### config.mk
export PLATFORM = sky130hd
export DESIGN_NAME = cfgsp_port_ctrl
export DESIGN_NICKNAME = d
export VERILOG_FILES = /design/src/rtl/cfgsp_pkg.sv /design/src/rtl/cfgsp_key_match.sv /design/src/rtl/cfgsp_bank_ram.sv /design/src/rtl/cfgsp_port_ctrl.sv
export SDC_FILE = /design/constraint.sdc
export NUM_CORES = 1
export LEC_CHECK = 0
export ABC_CLOCK_PERIOD_IN_PS = 3700
export BUFFER_PORTS_ARGS = -buffer_cell sky130_fd_sc_hd__buf_2
export CAP_MARGIN = 40
export CORE_ASPECT_RATIO = 0.6
export CORE_MARGIN = 10
export CORE_UTILIZATION = 55
export CTS_BUF_LIST = sky130_fd_sc_hd__clkbuf_4 sky130_fd_sc_hd__clkbuf_8
export CTS_CLUSTER_DIAMETER = 60
export CTS_CLUSTER_SIZE = 14
export DETAILED_ROUTE_END_ITERATION = 8
export PLACE_DENSITY = 0.73
export SLEW_MARGIN = 20
export SYNTH_ARGS = -nofsm -noshare
export SYNTH_HDL_FRONTEND = slang
export SYNTH_HIERARCHICAL = 1
export SYNTH_SLANG_ARGS = --single-unit
### constraint.sdc
create_clock -name clk -period 3.7 [get_ports clk]
set_input_delay 0.74 -clock clk [delete_from_list [all_inputs] [get_ports clk]]
set_output_delay 0.74 -clock clk [all_outputs]
set_load 0.01 [all_outputs]
### src/rtl/cfgsp_pkg.sv
package cfgsp_pkg;

  typedef enum logic [0:0] {
    KEY_FOUR_BYTE = 1'b0,
    KEY_DOUBLE    = 1'b1
  } key_style_e;

  localparam logic [7:0] IDX_EXIT    = 8'h02;
  localparam logic [7:0] IDX_LDN_SEL = 8'h07;
  localparam logic [7:0] IDX_ID_HI   = 8'h20;
  localparam logic [7:0] IDX_ID_LO   = 8'h21;
  localparam logic [7:0] IDX_REV     = 8'h22;
  localparam logic [7:0] IDX_BANKED  = 8'h30;

  localparam int SLOT_W = 3;

  // Bank slot map: {hit, slot}
  function automatic logic [SLOT_W:0] bank_slot(input logic [7:0] idx);
    logic [SLOT_W:0] r;
    case (idx)
      8'h30:   r = {1'b1, 3'd0};
      8'h60:   r = {1'b1, 3'd1};
      8'h61:   r = {1'b1, 3'd2};
      8'h62:   r = {1'b1, 3'd3};
      8'h63:   r = {1'b1, 3'd4};
      8'h70:   r = {1'b1, 3'd5};
      8'h74:   r = {1'b1, 3'd6};
      default: r = '0;
    endcase
    return r;
  endfunction

endpackage

### src/rtl/cfgsp_key_match.sv
module cfgsp_key_match
  import cfgsp_pkg::*;
#(
  parameter key_style_e KEY_STYLE = KEY_FOUR_BYTE
) (
  input  logic       clk,
  input  logic       rst,
  input  logic       base_hi,
  input  logic       idx_wr,
  input  logic       data_wr,
  input  logic [7:0] wdata,
  input  logic [7:0] cur_index,
  output logic       open_q
);

  localparam int KEY_LEN = (KEY_STYLE == KEY_FOUR_BYTE) ? 4 : 2;
  localparam int STEP_W  = 2;
  localparam logic [STEP_W-1:0] LAST_STEP = STEP_W'(KEY_LEN - 1);

  logic [STEP_W-1:0] step_q;
  logic [7:0]        tail_byte;
  logic [7:0]        want_byte;
  logic              exit_hit;

  assign tail_byte = base_hi ? 8'hAA : 8'h55;

  always_comb begin
    case (step_q)
      2'd0:    want_byte = 8'h87;
      2'd1:    want_byte = (KEY_STYLE == KEY_FOUR_BYTE) ? 8'h01 : 8'h87;
      2'd2:    want_byte = 8'h55;
      default: want_byte = tail_byte;
    endcase
  end

  generate
    if (KEY_STYLE == KEY_FOUR_BYTE) begin : g_exit_reg
      assign exit_hit = data_wr && (cur_index == IDX_EXIT) && (wdata == 8'h02);
    end else begin : g_exit_idx
      assign exit_hit = idx_wr && (wdata == 8'hAA);
    end
  endgenerate

  always_ff @(posedge clk) begin
    if (rst) begin
      open_q <= 1'b0;
      step_q <= '0;
    end else if (open_q) begin
      if (exit_hit) begin
        open_q <= 1'b0;
        step_q <= '0;
      end
    end else if (idx_wr) begin
      if (wdata == want_byte) begin
        if (step_q == LAST_STEP) begin
          open_q <= 1'b1;
          step_q <= '0;
        end else begin
          step_q <= step_q + 1'b1;
        end
      end else if (wdata == 8'h87) begin
        step_q <= STEP_W'(1);
      end else begin
        step_q <= '0;
      end
    end
  end

  AST_OPEN_FROM_INDEX: assert property (@(posedge clk) disable iff (rst)
    $rose(open_q) |-> $past(idx_wr)) else $error("open without index write");
  AST_CLOSE_FROM_WRITE: assert property (@(posedge clk) disable iff (rst)
    $fell(open_q) |-> $past(idx_wr || data_wr)) else $error("close without write");
  AST_STEP_IN_RANGE: assert property (@(posedge clk) disable iff (rst)
    step_q <= LAST_STEP) else $error("step out of range");
  AST_STEP_IDLE_OPEN: assert property (@(posedge clk) disable iff (rst)
    open_q |-> (step_q == '0)) else $error("step moved while open");

endmodule

### src/rtl/cfgsp_bank_ram.sv
module cfgsp_bank_ram #(
  parameter int DW     = 8,
  parameter int ADDR_W = 7
) (
  input  logic              clk,
  input  logic              we,
  input  logic [ADDR_W-1:0] waddr,
  input  logic [DW-1:0]     wdata,
  input  logic              re,
  input  logic [ADDR_W-1:0] raddr,
  output logic [DW-1:0]     rdata
);

  localparam int DEPTH = 1 << ADDR_W;

  logic [DW-1:0] mem [DEPTH];

  always_ff @(posedge clk) begin
    if (we) mem[waddr] <= wdata;
    if (re) rdata <= mem[raddr];
  end

endmodule

### src/rtl/cfgsp_port_ctrl.sv
module cfgsp_port_ctrl
  import cfgsp_pkg::*;
#(
  parameter key_style_e KEY_STYLE = KEY_FOUR_BYTE,
  parameter int         NUM_LDN   = 16,
  parameter logic [7:0] ID_HI     = 8'hA5,
  parameter logic [7:0] ID_LO     = 8'h3C,
  parameter logic [7:0] REV_ID    = 8'h07
) (
  input  logic       clk,
  input  logic       rst,
  input  logic       base_hi,
  input  logic       bus_wr,
  input  logic       bus_rd,
  input  logic       bus_addr,
  input  logic [7:0] bus_wdata,
  output logic [7:0] rd_data,
  output logic       rd_valid,
  output logic       cfg_open
);

  localparam int LDN_W  = (NUM_LDN > 1) ? $clog2(NUM_LDN) : 1;
  localparam int ADDR_W = LDN_W + SLOT_W;
  localparam logic [7:0] REV_SEEN = (KEY_STYLE == KEY_FOUR_BYTE) ? REV_ID : 8'hFF;

  logic             idx_wr, data_wr, data_rd;
  logic [7:0]       index_q, ldn_q;
  logic [SLOT_W:0]  slot_info;
  logic             slot_hit, is_banked, ldn_ok;
  logic [ADDR_W-1:0] ram_addr;
  logic             ram_we, ram_re;
  logic [7:0]       ram_q;
  logic [7:0]       const_val;
  logic             s1_valid, s1_use_ram;
  logic [7:0]       s1_const;

  assign idx_wr  = bus_wr && !bus_addr;
  assign data_wr = bus_wr && bus_addr;
  assign data_rd = bus_rd && bus_addr;

  cfgsp_key_match #(.KEY_STYLE(KEY_STYLE)) u_key (
    .clk       (clk),
    .rst       (rst),
    .base_hi   (base_hi),
    .idx_wr    (idx_wr),
    .data_wr   (data_wr),
    .wdata     (bus_wdata),
    .cur_index (index_q),
    .open_q    (cfg_open)
  );

  // Index and device select
  always_ff @(posedge clk) begin
    if (rst) begin
      index_q <= '0;
      ldn_q   <= '0;
    end else if (cfg_open) begin
      if (idx_wr) index_q <= bus_wdata;
      if (data_wr && index_q == IDX_LDN_SEL) ldn_q <= bus_wdata;
    end
  end

  // Bank decode
  assign slot_info = bank_slot(index_q);
  assign slot_hit  = slot_info[SLOT_W];
  assign is_banked = index_q >= IDX_BANKED;
  assign ldn_ok    = {24'd0, ldn_q} < NUM_LDN;
  assign ram_addr  = {ldn_q[LDN_W-1:0], slot_info[SLOT_W-1:0]};
  assign ram_we    = data_wr && cfg_open && is_banked && slot_hit && ldn_ok;
  assign ram_re    = data_rd && cfg_open && is_banked && slot_hit && ldn_ok;

  cfgsp_bank_ram #(.DW(8), .ADDR_W(ADDR_W)) u_bank (
    .clk   (clk),
    .we    (ram_we),
    .waddr (ram_addr),
    .wdata (bus_wdata),
    .re    (ram_re),
    .raddr (ram_addr),
    .rdata (ram_q)
  );

  // Non-RAM read value
  always_comb begin
    const_val = 8'hFF;
    if (!bus_addr) begin
      const_val = cfg_open ? index_q : 8'hFF;
    end else if (cfg_open) begin
      case (index_q)
        IDX_LDN_SEL: const_val = ldn_q;
        IDX_ID_HI:   const_val = ID_HI;
        IDX_ID_LO:   const_val = ID_LO;
        IDX_REV:     const_val = REV_SEEN;
        default:     const_val = 8'hFF;
      endcase
    end
  end

  // Two-stage read pipeline
  always_ff @(posedge clk) begin
    if (rst) begin
      s1_valid   <= 1'b0;
      s1_use_ram <= 1'b0;
      s1_const   <= 8'hFF;
      rd_valid   <= 1'b0;
      rd_data    <= 8'h00;
    end else begin
      s1_valid   <= bus_rd;
      s1_use_ram <= ram_re;
      s1_const   <= const_val;
      rd_valid   <= s1_valid;
      if (s1_valid) rd_data <= s1_use_ram ? ram_q : s1_const;
    end
  end

  AST_READ_LATENCY: assert property (@(posedge clk) disable iff (rst)
    rd_valid |-> $past(bus_rd, 2)) else $error("rd_valid without strobe");
  AST_CLOSED_READ_FF: assert property (@(posedge clk) disable iff (rst)
    (data_rd && !cfg_open) |-> ##2 (rd_data == 8'hFF)) else $error("closed read not FF");
  AST_CLOSED_LDN_HOLD: assert property (@(posedge clk) disable iff (rst)
    !cfg_open |=> $stable(ldn_q)) else $error("select changed while closed");
  AST_RAM_WR_IN_RANGE: assert property (@(posedge clk) disable iff (rst)
    ram_we |-> (cfg_open && ldn_q < 8'(NUM_LDN))) else $error("bank write out of range");

endmodule

# Yosys cells after proc, flatten, opt, wreduce, memory -nomap -nowiden
# Memory sizes are Yosys's and may differ from the RTL's. A register that Yosys moved wholly into a read port is not among the register bits.
# Cells that the tools add are included.
[op_classes]
n_addsub = 1
order_cmp = 2
eq_ne = 19
mux = 21
reduce_logical = 20
[op_table]
columns = ["op", "count"]
rows = [
  ["8-bit by 7-bit equality test with 1-bit output, second input constant", 6],
  ["8-bit two-way mux", 5],
  ["8-bit by 6-bit equality test with 1-bit output, second input constant", 4],
  ["8-bit case mux with 4 select lines", 1],
  ["4-bit case mux with 7 select lines", 1],
  ["8-bit case mux with 3 select lines", 1],
  ["8-bit by 2-bit equality test with 1-bit output, second input constant", 2],
  ["1-bit logical AND", 14],
  ["2-bit two-way mux", 5],
  ["8-bit by 3-bit equality test with 1-bit output, second input constant", 1],
  ["8-bit equality test", 1],
  ["8-bit equality test, second input constant", 1],
  ["8-bit by 6-bit >= comparator with 1-bit output, second input constant", 1],
  ["8-bit by 5-bit < comparator with 1-bit output, second input constant", 1],
  ["1-bit two-way mux", 8],
  ["2-bit AND reduction", 3],
  ["2-bit equality test, second input constant", 2],
  ["2-bit by 1-bit adder with 2-bit output, second input constant", 1],
  ["2-bit by 1-bit equality test with 1-bit output, second input constant", 1],
  ["2-bit zero test", 1],
  ["2-bit inequality test, second input constant", 1],
  ["2-bit nonzero test", 1],
  ["1-bit zero test", 1],
]
[totals]
register_bits = 38
ram_bits = 1024
input_bits = 14
output_inout_bits = 10
word_cells = 73
n_memories = 1
[mem_list]
columns = ["name", "words", "word_bits", "read_ports", "rd_ports_with_merged_regs", "write_ports", "line_no", "text"]
rows = [
  ["u_bank.mem", 128, 8, 1, 1, 1, "cfgsp_bank_ram.sv:16", "logic [DW-1:0] mem [DEPTH];"],
]

# Longest topological paths before layout
# Gate-level depths: netlist of the first run.
[logic_depth]
depth_word = 7
ltp_mapped = 10
ltp_nobuf = 7

# Hierarchy
# The synthesis of the first run kept the hierarchy.
[modules_own_cells]
columns = ["mod", "instances", "cells_per_inst", "area_per_inst_um2", "seq_area_each_um2"]
rows = [
  ["cfgsp_bank_ram", 1, 1635, 39745.6, 30989.7],
  ["cfgsp_port_ctrl", 1, 180, 1590.3, 700.7],
  ["cfgsp_key_match", 1, 49, 372.9, 60.1],
]

# Worst setup path before layout of the first run
# OpenSTA, ideal clock, no wires.
[synth_timing]
kind = "register to register"
startpoint = "reg index_q[5]"
endpoint = "reg u_bank.rdata[0] (read register of u_bank.mem) (data pin)"
setup_ns = 0.260
arrival_ns = 3.690
required_ns = 3.440
setup_slack_ns = -0.250
stages_incl_launch_ff = 10
n_path_buf = 2
period_less_slack_ns = 3.950
cell_sequence = "dfxtp_1 -> nor3b_4 -> nand2_1 -> a2111oi_0 -> clkbuf_1 -> buf_1 -> mux4_2 -> mux4_2 -> mux4_2 -> mux2_2"
[synth_between]
elab_cells_between_ends = 12
classes_between = "order compare: 1; eq/ne: 7; mux: 1; reduce/logical: 3"
[synth_lines]
columns = ["item", "line_no", "text"]
rows = [
  ["from (decl)", "cfgsp_port_ctrl.sv:27", "logic [7:0] index_q, ldn_q;"],
  ["from (signal assigned)", "cfgsp_port_ctrl.sv:58", "if (idx_wr) index_q <= bus_wdata;"],
  ["8-bit by 7-bit equality test with 1-bit output or 8-bit by 6-bit equality test with 1-bit output (tied branches)", "cfgsp_pkg.sv:20", "case (idx)"],
  ["4-bit case mux with 7 select lines *", "cfgsp_pkg.sv:20", ""],
  ["net slot_info[0]", "cfgsp_port_ctrl.sv:28", "logic [SLOT_W:0] slot_info;"],
  ["to (decl)", "cfgsp_bank_ram.sv:11", "output logic [DW-1:0] rdata"],
]
# Mark *: on every way through the listed nets, which the timed path passes. The rest lies on a longest branch.
# A chain may end at the register's enable or synchronous reset.

# Final worst setup path of the first run
[layout_timing]
startpoint = "reg index_q[3]"
endpoint = "reg u_bank.rdata[5] (read register of u_bank.mem) (data pin)"
# The elaborated chain is that of the path after synthesis.

==> results.md, run 1 <==
* Status: finished with violations
* Failing checks: setup timing
* Total design power at 19500 uW
* DP Worst Slack at -0.258 ns
* Area grow syn2layout at 12.7%
* Tmin final at 3.80 ns
* Worst path top cell family by delay: multiplexers
* Syn Inst Count at 1864
* Worst path arrival time at approximately 4.3 ns
* F_max at 263 MHz
* Vias in the first global route at 20500
* Power per cell area at 416 nW/um^2
* RSZ-0062 raised after global routing: yes
* Gpl congestion at 0.868
* Crit-path max FO at 5
* Buf+Inv Stages, Crit Path at 4
* Clk buf depth at 3
* Non-filler cells in the finished layout at 3180
* Final hold viol count at 0
* Setup crit start kind: flip-flop
* Largest net degree at the start of global routing at around 110
* Most frequent CP cell: mux4_2
* Post-route antenna net violation count at 0
* Fillers at 4979
* Synth Cell Area at 41700 sq um
* Register area share after synthesis at 76.1%
* Via count at 21100
* Clock slew at reported path FFs at 0.10 ns
* Clk_skew at approximately 0.04 ns
* Data required, critical path at 4.18 ns
* Floorplan Core Area at between 70000 and 80000 sq um
* Leak at between 0.01 and 0.015 uW
* Fin. max-slew vios at 0
* Largest stage delay on the critical path at 0.59 ns
* Mean Syn Cell Area at 22.4 sq um
* Number of synthesized flops with an enable pin at 1032
* I/O Buffers at 23
* Residual DRC count at 0
* Synthesized flop and latch total at 1070
* I/O pins at 24
* CTS tree: built
* Placed cell area at 45000 sq um
* # nets final at approximately 2200
* First-pass GRT wire length at 147 mm
* Setup CP Type: reg -> reg
* Starting density of the core at 55.4%
* Slew margin rel. at 41.8%
* Die Span X at 376 um
* Cell taking the most area after synthesis: edfxtp_1
* Antenna violations before repair at 5
* CTS Sinks at between 1000 and 1500
* Ys flop type: edfxtp_1
* Worst-skew pair later-pin latency at 0.74 ns
* Total GRT Usage at a little under a quarter
* Design Area, Final at 47000 sq um
* Worst path cell trace: nor3b_4 -> nand2_2 -> a2111oi_4 -> buf_6 -> buf_8 -> clkbuf_16 -> buf_12 -> mux4_2 -> mux4_2 -> mux4_2 -> mux2_4
* DP Wirelength at 65.0 mm
* Crit. End Element: flip-flop
* Share of the synthesized area in the top cell type at 74.3%
* Grt ovf at 0
* Period utilization at 103%
* Slowest-stage cell, CP: mux4_2
* Syn_nets at 1882
* Ranking of synthesized cells by area: edfxtp_1, mux4_2, dfxtp_1
* PnR worst setup slack at -0.0977 ns
* Drt total wl at 101 mm
* Worst-Margin Slew at 0.872 ns
* Max_cap viols at 0
* Setup-failing EPs final at 8
* Async SR Flop Fraction at 0%
* Die H at roughly 230 um
* Synth warn at 6
* Cell Rows at 78
* Die Area at just under 90000 sq um
* DR pass1 iterations at 5
* Vias per cell at 6.65
* Worst VDD drop at 0.490 mV
* H-tree depth at 3
* Routed length per placed instance at 31.7 um
* CTS Buf Count at 86
* Initial DRC Count at 3507
* Cells after DPL at 3047
* Share of post-route cells with drive strength above 1 at a little over a third
* Hold Crit Class: in -> reg
* Synth unique cells at between 50 and 60
* Root buf cell: clkbuf_8
sequential cells by signal, summed over array words and instances, names as in the netlist:
register	cells
s1_const	8
rd_data	8
ldn_q	8
s1_use_ram	1
u_key/step_q	2
u_bank/mem	1024
u_bank/rdata	8
index_q	8
u_key/open_q	1
s1_valid	1
rd_valid	1
final cells by class:
class / count / area (sq um) / share of cell area, %
antenna: 2 / 5.00 / 0.0106
clock buffer: 106 / 1350 / 2.86
clock inverter: 5 / 40.0 / 0.0852
inverter: 3 / 37.5 / 0.0799
multi-input combinational: 688 / 9560 / 20.3
sequential: 1070 / 31800 / 67.6
tap: 1000 / 1250 / 2.66
timing repair buffer: 306 / 3010 / 6.40
stage by stage:
step                      setup TNS [ns]  util, %  hold WS [ns]
after floorplan                        0        -         0.442
after global placement             -1.75     59.7         0.471
after detailed placement           -1.77     59.7         0.477
after CTS                         -0.778     62.2         0.226
after global routing               -1.44     62.4         0.257
final                             -0.673     62.4         0.280
power by group:
group          total, uW  switching, uW  internal (uW)
clock               6020           3660           2350
sequential         13300           5.95          13200
combinational        275            234           40.9
cell families after synthesis:
family | share of synthesized area [%]
AO/OA/AOI/OAI | 0.753
multiplexers | 18.8
buffers and inverters | 1.14
adder cells (fa/ha/maj) | 0.120
flip-flops | 76.1
XOR/XNOR | 0.0210
AND/OR/NAND/NOR | 3.07
layout by cell type (no fill, tap or decap), types with 15 or more instances in the layout:
| master | n |
|---|---|
| edfxtp_1 | 1032 |
| mux4_2 | 336 |
| buf_4 | 233 |
| nor2_1 | 149 |
| clkbuf_8 | 88 |
| dfxtp_1 | 35 |
| nand2_1 | 31 |
| buf_12 | 31 |
| nand3_1 | 24 |
| clkbuf_4 | 18 |
| a21oi_1 | 16 |
| mux2i_1 | 16 |
| buf_2 | 15 |
per-layer routing:
layer	track usage (%)	part of all wire, %	vias up
li1	-	-	8370
met1	37.3	42	11200
met2	31.9	42	1426
met3	5.98	14	136
met4	4.35	1.6	0
met5	0	0	-
cell usage after synthesis (5+ instances only):
master / count
dfxtp_1: 38
mux4_2: 336
nand3_1: 26
a211oi_1: 10
buf_1: 19
nand4_1: 5
mux2i_1: 16
nor3_1: 11
nor2_1: 150
nand2_1: 33
a21oi_1: 16
edfxtp_1: 1032
nor2b_1: 13
buf_2: 19
clkbuf_1: 52
buf_4: 12
mux2_2: 8
o21ai_0: 5
and2_1: 5
repair_timing:
item / in CTS / in global routing
gates cloned: 8 / 3
buffers inserted: 10 / 1
setup endpoints to repair: 8 / 322
hold buffers: 0 / 0
pin swaps: 1 / 0
gates resized for setup: 22 / 25
path summary, 6_finish.rpt:
check / from / endpoint / slack (ns) / cells past startpoint
max: index_q[3] / u_bank/rdata[5] / -0.1 / 11
min: bus_rd / s1_valid / 0.28 / 2
max reg2reg: index_q[3] / u_bank/rdata[5] / -0.1 / 11
min reg2reg: rd_data[2] / rd_data[2] / 0.49 / 2
Power figures use the tool's default switching activity.
==> run 2, diff against run 1 <==
Settings changed: ABC_CLOCK_PERIOD_IN_PS 3700 to unset, SYNTH_HIERARCHICAL 1 to unset.
==> results.md, run 2 <==
* Status: finished with violations
* Failing checks: DRC
* I/O pins at 24 (unchanged)
* Reg-to-Reg End: u_bank.rdata[6]
* Register area share after synthesis at 77.3% (+1.1 points)
* Mean Syn Cell Area at 16.2 sq um (-27%)
* Setup crit start kind: flip-flop
* Switching power at 3470 uW (-11%)
* Die H at 219 um (-6.2%)
* Setup CP Type: reg -> reg
* Worst-Margin Slew at 0.842 ns (-0.0305 ns)
* Largest stage delay on the critical path at 0.71 ns (+0.12 ns)
* Design Area, Final at 39800 sq um (-15%)
* R2r startpoint: index_q[3]
* Final hold viol count at 0 (unchanged)
* Leak at 0.0123 uW (-14%)
* Hold_buf cts at 0 (unchanged)
* Period utilization at 98.6% (-4.1 points)
* Area grow syn2layout at 9.69%
* Area of the multi-input gates at 7490 sq um (-22%)
* Floorplan Core Area at 64900 sq um (-14%)
* RSZ-0062 raised after global routing: no
* Fin. max-slew vios at 0 (unchanged)
* # nets final at 2414 (+11%)
* Seq pwr share at 67.3% (-0.5 points)
* Largest net degree at the start of global routing at 115 (+3.6%)
* Gpl congestion at 0.906 (+4.3%)
* Hold Crit Class: in -> reg
* Async SR Flop Fraction at 0% (unchanged)
* Total GRT Usage at 24.7% (+1.5 points)
* CTS tree: built
* P_int at 13900 uW (-11%)
* TNS Setup at 0 ns (+0.673 ns)
* Root buf cell: clkbuf_8
* Starting density of the core at 55.9% (+0.57 points)
* Register area at 28000 sq um (-12%)
* Slew margin rel. at 43.7% (+2.0 points)
* Cell taking the most area after synthesis: edfxtp_1
* Top-count cell post-synth: edfxtp_1
* DR pass1 iterations at 9 (+4)
* Largest Register: u_bank.mem
* Crit. End Element: flip-flop
* Worst VDD drop at 0.304 mV (-38%)
* H-tree depth at 3 (unchanged)
* Placed cell area at 38400 sq um (-15%)
* Hold EP: s1_valid
* Clock power frac at 31.2% (+0.4 points)
* Synth warn at 0 (-6)
* Utilization after layout at 61.4% (-1.0 points)
* Share of the synthesized area in the top cell type at 75.2% (+0.86 points)
* Switch share at 19.9% (-0.025 points)
* Initial DRC Count at 4092 (+17%)
* Max_cap viols at 0 (unchanged)
* Tmin final at 3.65 ns (-0.151 ns)
* Routed length per placed instance at 29.7 um (-6.5%)
* DP Wirelength at 61.5 mm (-5.4%)
* Clock slew at reported path FFs at 0.11 ns (about the same)
* Cell Rows at 72 (-7.7%)
* Slowest-stage cell, CP: a2111oi_4
* Crit-path max FO at 9 (+4)
* Clk buf depth at 3 (unchanged)
* Antenna violations before repair at 6 (+1)
* CTS Buf Count at 77 (-10%)
* Power per cell area at 438 nW/um^2 (+5.3%)
* Part of the power in combinational logic at 1.5% (about the same)
* Fillers at 4601 (-7.6%)
* Worst path arrival time at 4.03 ns (-0.24 ns)
* Ranking of synthesized cells by area: edfxtp_1, a222oi_1, a22oi_1
* Die Area at 77000 sq um (-12%)
* Cells after DPL at 3165 (+3.9%)
* Die Span X at 352 um (-6.4%)
* R2R Setup Slk at 0.05 ns (+0.15 ns)
* Post-route antenna net violation count at 0 (unchanged)
* Hold Slack at 0.290 ns (+0.0100 ns)
* Vias per cell at 6.75 (+1.5%)
* Share of post-route cells with drive strength above 1 at 15.0% (-21 points)
* Most frequent cells in the layout: edfxtp_1, buf_4, nor2_1, nand2_1, a22oi_1
* Grt ovf at 0 (unchanged)
* Worst path cell trace: buf_4 -> a2111oi_4 -> nand2_2 -> mux2i_1 -> o22ai_1 -> or4_1 -> o311a_1 -> o21ai_1 -> nand4_1
* Most common cell after layout, fill and taps aside: edfxtp_1
* First-pass GRT wire length at 140 mm (-4.7%)
* F_max at 274 MHz (+4.1%)
* Synthesized flop and latch total at 946 (-12%)
* Number of synthesized flops with an enable pin at 908 (-12%)
* WHS Path Cells at 2 (unchanged)
* Reg2reg path depth at 9 (-2)
* Synth Cell Area at 36300 sq um (-13%)
* Synth unique cells at 65 (+27%)
* Ys flop type: edfxtp_1
* Drt total wl at 97.1 mm (-3.8%)
* I/O Buffers at 23 (unchanged)
* Worst-skew pair later-pin latency at 0.70 ns (-0.04 ns)
* Clk_skew at 0.0483 ns (+0.00855 ns)
* CTS Sinks at 946 (-12%)
* Residual DRC count at 8 (+8)
* Data required, critical path at 4.09 ns (-0.09 ns)
* Setup-failing EPs final at 0 (-8)
* Max reg flops at 900 (-12%)
* Synth top cells by count: edfxtp_1, nor2_1, nand2_1
* Non-filler cells in the finished layout at 3271 (+2.9%)
* Min-delay src: bus_rd
* Vias in the first global route at 20500 (-0.044%)
* Syn Inst Count at 2236 (+20%)
* Via count at 22100 (+4.4%)
run 2: cell count changes after synthesis, sizes merged, moves of 57 or more:
cell and delta:
a222oi +88, nand2b +57, nand2 +112, mux4 -336
a22oi +110, edfxtp -124
run 2: per-stage QoR:
| stage | worst slack (ns) | power [uW] |
|---|---|---|
| 3_5_place_dp | -0.261 | 12200 |
| 6_report | 0.0531 | 17400 |
| 2_1_floorplan | 0.747 | 12000 |
| 4_1_cts | 0.0521 | 17400 |
| 3_3_place_gp | -0.216 | 12200 |
| 5_1_grt | 0.00796 | 17900 |
run 2: logic make-up (layout without fill, tap and decap cells):
family / count (synthesis) / after routing / share of synthesized area [%]
other: 1 / 5 / 0.0103
AO/OA/AOI/OAI: 502 / 502 / 10.6
adder cells (fa/ha/maj): 3 / 3 / 0.103
flip-flops: 946 / 946 / 77.3
AND/OR/NAND/NOR: 560 / 560 / 7.85
multiplexers: 70 / 70 / 1.93
buffers and inverters: 154 / 334 / 2.29
run 2: worst max-delay path: cells and delay by family, from the launching register on:
| family | cells | cell delay [ns] |
|---|---|---|
| compound gates | 4 | 1.37 |
| buf+inv | 1 | 0.22 |
| flops | 1 | 0.39 |
| mux | 1 | 0.26 |
| simple gates | 3 | 1.09 |
run 2: final cells by class:
cell class | instances | area share, %
repair buffers | 225 | 4.77
flip-flops and latches | 946 | 70.4
well taps | 851 | 2.68
clock buffers | 96 | 3.05
diodes | 1 | 0.00629
inverters | 8 | 0.0755
multi-input cells | 1139 | 18.8
clock inverters | 5 | 0.157
run 2: timing repair:
item | 4_1_cts | 5_1_grt
resized for setup | 1 | 5
setup endpoints to repair | 3 | 5
pin swaps | 1 | 1
gates cloned | 0 | 0
setup buffers | 2 | 0
run 2: how the worst max path moves through the flow:
stage | cells after the start | end | start
2_1_floorplan | 9 | u_bank.mem[0][0] | index_q[0]
4_1_cts | 9 | u_bank.rdata[0] | index_q[1]
5_1_grt | 9 | u_bank.rdata[6] | index_q[3]
6_report | 9 | u_bank.rdata[6] | index_q[3]
3_5_place_dp | 10 | u_bank.rdata[7] | index_q[3]
3_3_place_gp | 10 | u_bank.rdata[7] | index_q[3]
run 2: power by group through the flow:
stage | Sequential [uW] | Clock (uW) | Combinational [uW]
2_1_floorplan | 12000 | 0 | 23.2
3_3_place_gp | 12000 | 0 | 239
3_5_place_dp | 12000 | 0 | 253
4_1_cts | 11700 | 5480 | 252
5_1_grt | 11700 | 5900 | 276
6_report | 11700 | 5440 | 264
run 2: metal layers:
layer	vias to the layer above	track usage, %	wire length [um]
li1	9319	-	-
met1	11000	37.3	38800
met2	1617	33.8	40700
met3	143	9.01	15600
met4	14	5.35	1910
met5	-	0	92
